[src/rtl/cmptree_pkg.sv]
package cmptree_pkg;
   // Compressor cell kind; encoding is part of the parameter contract.
   typedef enum logic [1:0] {
      CK_EXACT = 2'd0,
      CK_APX1  = 2'd1,
      CK_APX2  = 2'd2
   } cmp_kind_e;
endpackage

[src/rtl/cmp42_cell.sv]
module cmp42_cell
   import cmptree_pkg::*;
#(
   parameter cmp_kind_e KIND = CK_EXACT
) (
   input  logic [3:0] x,
   input  logic       cin,
   output logic       sum,
   output logic       carry,
   output logic       cout
);

   generate
      if (KIND == CK_EXACT) begin : g_exact
         // two chained full adders, cout independent of cin
         logic s1;
         assign s1    = x[0] ^ x[1] ^ x[2];
         assign cout  = (x[0] & x[1]) | (x[0] & x[2]) | (x[1] & x[2]);
         assign sum   = s1 ^ x[3] ^ cin;
         assign carry = (s1 & x[3]) | (s1 & cin) | (x[3] & cin);
      end else if (KIND == CK_APX1) begin : g_apx1

         assign carry = cin;
         assign cout  = (x[0] & x[1]) | (x[2] & x[3]);
         assign sum   = cin & ((x[0] ^ x[1]) | (x[2] ^ x[3]));
      end else begin : g_apx2

         logic unused_cin;
         assign unused_cin = cin;
         assign sum   = (x[0] ^ x[1]) | (x[2] ^ x[3]);
         assign carry = (x[0] & x[1]) | (x[2] & x[3]);
         assign cout  = 1'b0;
      end
   endgenerate

endmodule

[src/rtl/cmp_row.sv]
module cmp_row
   import cmptree_pkg::*;
#(
   parameter int        W        = 16,
   parameter cmp_kind_e KIND     = CK_APX1,
   parameter int        APX_COLS = 7
) (
   input  logic [W-1:0] x0,
   input  logic [W-1:0] x1,
   input  logic [W-1:0] x2,
   input  logic [W-1:0] x3,
   output logic [W-1:0] s_row,
   output logic [W-1:0] c_row
);

   logic [W:0]   chain;
   logic [W-1:0] cy;
   logic         unused_top;

   assign chain[0] = 1'b0;

   generate
      for (genvar i = 0; i < W; i++) begin : g_col
         if (i < APX_COLS) begin : g_apx
            cmp42_cell #(.KIND(KIND)) u_cell (
               .x    ({x3[i], x2[i], x1[i], x0[i]}),
               .cin  (chain[i]),
               .sum  (s_row[i]),
               .carry(cy[i]),
               .cout (chain[i+1])
            );
         end else begin : g_ex
            cmp42_cell #(.KIND(CK_EXACT)) u_cell (
               .x    ({x3[i], x2[i], x1[i], x0[i]}),
               .cin  (chain[i]),
               .sum  (s_row[i]),
               .carry(cy[i]),
               .cout (chain[i+1])
            );
         end
      end
   endgenerate

   // carry row moves up one column; top-column outputs are discarded
   assign c_row      = {cy[W-2:0], 1'b0};
   assign unused_top = chain[W] ^ cy[W-1];

endmodule

[src/rtl/cmptree_mul.sv]
module cmptree_mul
   import cmptree_pkg::*;
#(
   parameter int        N        = 8,
   parameter cmp_kind_e KIND     = CK_APX1,
   parameter int        APX_COLS = N - 1,
   parameter bit        OUT_REG  = 1'b1
) (
   input  logic           clk,
   input  logic           rst_n,
   input  logic [N-1:0]   op_a,
   input  logic [N-1:0]   op_b,
   output logic [2*N-1:0] prod
);

   localparam int W      = 2 * N;
   localparam int STAGES = $clog2(N) - 1;

   generate
      if (N < 4 || (N & (N - 1)) != 0) begin : g_bad_n
         $error("cmptree_mul: N must be a power of two, at least 4");
      end
      if (APX_COLS < 0 || APX_COLS > W) begin : g_bad_cols
         $error("cmptree_mul: APX_COLS must lie in 0..2N");
      end
   endgenerate

   // AND-array partial products
   logic [W-1:0] pp [N];
   generate
      for (genvar j = 0; j < N; j++) begin : g_pp
         assign pp[j] = (W'(op_a) & {W{op_b[j]}}) << j;
      end
   endgenerate

   // stages of 4:2 rows, each halving the row count
   generate
      for (genvar s = 0; s < STAGES; s++) begin : g_st
         localparam int RIN = N >> s;
         logic [W-1:0] rin  [RIN];
         logic [W-1:0] rout [RIN/2];
         if (s == 0) begin : g_src
            assign rin = pp;
         end else begin : g_src
            assign rin = g_st[s-1].rout;
         end
         for (genvar g = 0; g < RIN / 4; g++) begin : g_grp
            cmp_row #(.W(W), .KIND(KIND), .APX_COLS(APX_COLS)) u_row (
               .x0   (rin[4*g]),
               .x1   (rin[4*g+1]),
               .x2   (rin[4*g+2]),
               .x3   (rin[4*g+3]),
               .s_row(rout[2*g]),
               .c_row(rout[2*g+1])
            );
         end
      end
   endgenerate

   // exact carry-propagate adder
   logic [W-1:0] sum_w;
   assign sum_w = g_st[STAGES-1].rout[0] + g_st[STAGES-1].rout[1];

   // optional output register
   generate
      if (OUT_REG) begin : g_reg
         always_ff @(posedge clk or negedge rst_n) begin
            if (!rst_n) prod <= '0;
            else        prod <= sum_w;
         end
      end else begin : g_comb
         logic unused_clk;
         assign unused_clk = clk ^ rst_n;
         assign prod       = sum_w;
      end
   endgenerate

endmodule

[config.mk]
export PLATFORM = sky130hd
export DESIGN_NAME = cmptree_mul
export DESIGN_NICKNAME = d
export VERILOG_FILES = /design/src/rtl/cmptree_pkg.sv /design/src/rtl/cmp42_cell.sv /design/src/rtl/cmp_row.sv /design/src/rtl/cmptree_mul.sv
export SDC_FILE = /design/constraint.sdc
export NUM_CORES = 1
export LEC_CHECK = 0
export BUFFER_PORTS_ARGS = -buffer_cell sky130_fd_sc_hd__buf_2
export CAP_MARGIN = 30
export CORE_MARGIN = 8
export CORE_UTILIZATION = 52
export DETAILED_ROUTE_END_ITERATION = 6
export PLACE_DENSITY = 0.78
export SETUP_SLACK_MARGIN = 0.5
export SLEW_MARGIN = 0
export SYNTH_ARGS = -nofsm -noshare
export SYNTH_HDL_FRONTEND = slang
export SYNTH_SLANG_ARGS = --single-unit
[constraint.sdc]
create_clock -name clk -period 0.8 [get_ports clk]
set_input_delay 0.12 -clock clk [delete_from_list [all_inputs] [get_ports clk]]
set_output_delay 0.12 -clock clk [all_outputs]
set_load 0.05 [all_outputs]
==> metrics.cfg <==
[outcome]
status=finished, violations left
violations=negative hold slack, negative setup slack

[logic_synthesis]
ys_types=26
synthArstFlopShare_pct=100.0
synth-main-ff-cell=dfrtp_1
synth_area_sq_mm=0.001977
synth-edff-count=0
synth-seq-cells=12
syn-instance-count=214
avgSynthCellArea_sq_um=9.238
ys.warnings.count=0
yosysSeqAreaShare_pct=15.19

[placement]
place.gp.congestion=0.8048
dp.cells=329
io_buffers=29
placed_area_sq_mm=0.002589
dp_hpwl_um=3794

[grt]
grt_pass1_vias=1857
antenna_found_initial=0
grt_pass1_wl_um=8342
grt_usage_pct=16.66
grt_overflow=0
grt_max_degree=13

[sta]
period_share_pct=424.1
finalWorstSetupSlack_ns=-2.593
fin_crit_ns=3.393
setup_viol=24
whs_ns=-0.2589
hold_violations=12
clock.fmax_mhz=294.7
drv_slew=0
rsz0062_at_grt=yes

[cts]
cts_max_path_buffers=2
h-tree-depth=1
cts_sinks=12
cts_root_buf=clkbuf_8
path_clk_slew_ns=0.05
cts_tree=built
cts_buffers=3

[cells_and_area]
reg_top3=prod (12)
fin_area_sq_mm=0.002980
fin_cells=334
drive_gt1_share_pct=48.60
final_common_cell=buf_4
largest_register_ff_count=12
syn2layout_area_growth_pct=50.76
largest_register=prod
final_cell_mix=37 x buf_4, 27 x and2_1, 26 x inv_1, 26 x fa_1, 24 x buf_6
layout.nets=358
diodes=0

[routing]
drt_first_iter_violations=81
drt_pass1_iterations=4
drc=0
ant_nets=0
wl_per_cell_um=16.42
vias=1750
via_per_inst=5.240
totalWireLength_um=5484

[pwr]
ir_worst_vdd_v=0.002171
power_density_mw_per_mm2=2420
p_total_w=0.007213
p_leak_nw=1.471

[critical_path]
startpoint=op_a[3]
crit_arrival_ns=3.52
startpoint_type=input port
path_class=input port to flip-flop
required_ns=0.92
crit_end=prod[12]$_DFF_PN0_
crit_fanout=8
worstSetupEndpointType=flip-flop

[die]
boundaryPins=34
start_util_pct=54.00
dieArea_sq_mm=0.006031
rows=22
placeableCoreArea_sq_mm=0.003661
die_x_um=77.66
die_h_um=77.66

[job]
drv_cap=0

[worst_hold_path]
min_path_type=input port to asynchronous set/reset pin

## cell type report
cell class / instances / area (sq um)
Fill cell: 213 / 680.7
Sequential cell: 12 / 314.1
Timing Repair Buffer: 69 / 628.1
Multi-Input combinational cell: 169 / 1803
Inverter: 32 / 120.1
Tap cell: 48 / 60.06
Clock buffer: 4 / 55.05
## cell families after synthesis
group	count (synthesis)	share of synthesized area, %
AO/OA/AOI/OAI	20	7.026
XOR/XNOR	9	3.987
other	1	0.1897
flip-flops	12	15.19
AND/OR/NAND/NOR	83	22.60
adder cells (fa/ha/maj)	53	43.42
buffers and inverters	36	7.595
## how the worst min path moves through the flow
stage	slack [ns]	to	startpoint	cells after the start
floorplan	-0.18	prod[10]$_DFF_PN0_	rst_n	0
global placement	-0.0004	prod[12]$_DFF_PN0_	rst_n	1
detailed placement	0.003	prod[12]$_DFF_PN0_	rst_n	1
CTS	-0.25	prod[12]$_DFF_PN0_	rst_n	1
global route	-0.24	prod[12]$_DFF_PN0_	rst_n	1
finish	-0.26	prod[13]$_DFF_PN0_	rst_n	1
## where the power goes
part	total, W	internal (W)	leakage [nW]	switching, W
registers	0.000987	0.000876	0.136	0.000112
logic	0.00558	0.00254	1.31	0.00305
clock network	0.000643	0.000434	0.0288	0.000210
total	0.00721	0.00384	1.47	0.00337
## metrics by stage
stage / worst slack [ns] / TNS [ns] / util (%)
floorplan: -2.584 / -23.62 / -
global placement: -2.803 / -27.11 / 70.71
detailed placement: -2.879 / -27.68 / 70.71
CTS: -2.489 / -24.80 / 78.50
global route: -2.685 / -26.69 / 81.41
finish: -2.593 / -25.77 / 81.41
## routing by layer
layer	share of wire, %	GRT usage [%]	vias up
met2	55	32.25	72
met5	0	0	-
met1	35	18.20	848
met4	4.3	3.208	0
met3	5.7	3.111	20
li1	-	-	810
## cell usage after synthesis, drive strengths merged, types with 5 or more instances
master,instances,share of area [%]
a21oi,8,2.4
and2,41,13
dfrtp,12,15
fa,26,26
ha,27,17
inv,32,6.1
nand2,21,4.0
nand3,6,1.8
nor2,6,1.1
xnor2,5,2.2
## what timing repair did
| item | in CTS | in global routing |
|---|---|---|
| setup buffers | 0 | 1 |
| cloned | 0 | 0 |
| setup endpoints to repair | 24 | 24 |
| pin swaps | 18 | 14 |
| resized for setup | 69 | 19 |
| endpoints found under the hold margin | 12 | 12 |
## worst max-delay path, stage by stage
cell and delay [ns]:
buf_4 0.15, and2_4 0.16, fa_1 0.49, inv_1 0.06, fa_1 0.49, inv_1 0.06, fa_1 0.48, inv_1 0.05
fa_1 0.48, inv_2 0.05, ha_4 0.30, nand3_4 0.08, o2111ai_4 0.21, a21o_1 0.16, a21oi_2 0.05, xnor2_1 0.11
Note: power is estimated with default switching activity, not from simulation.
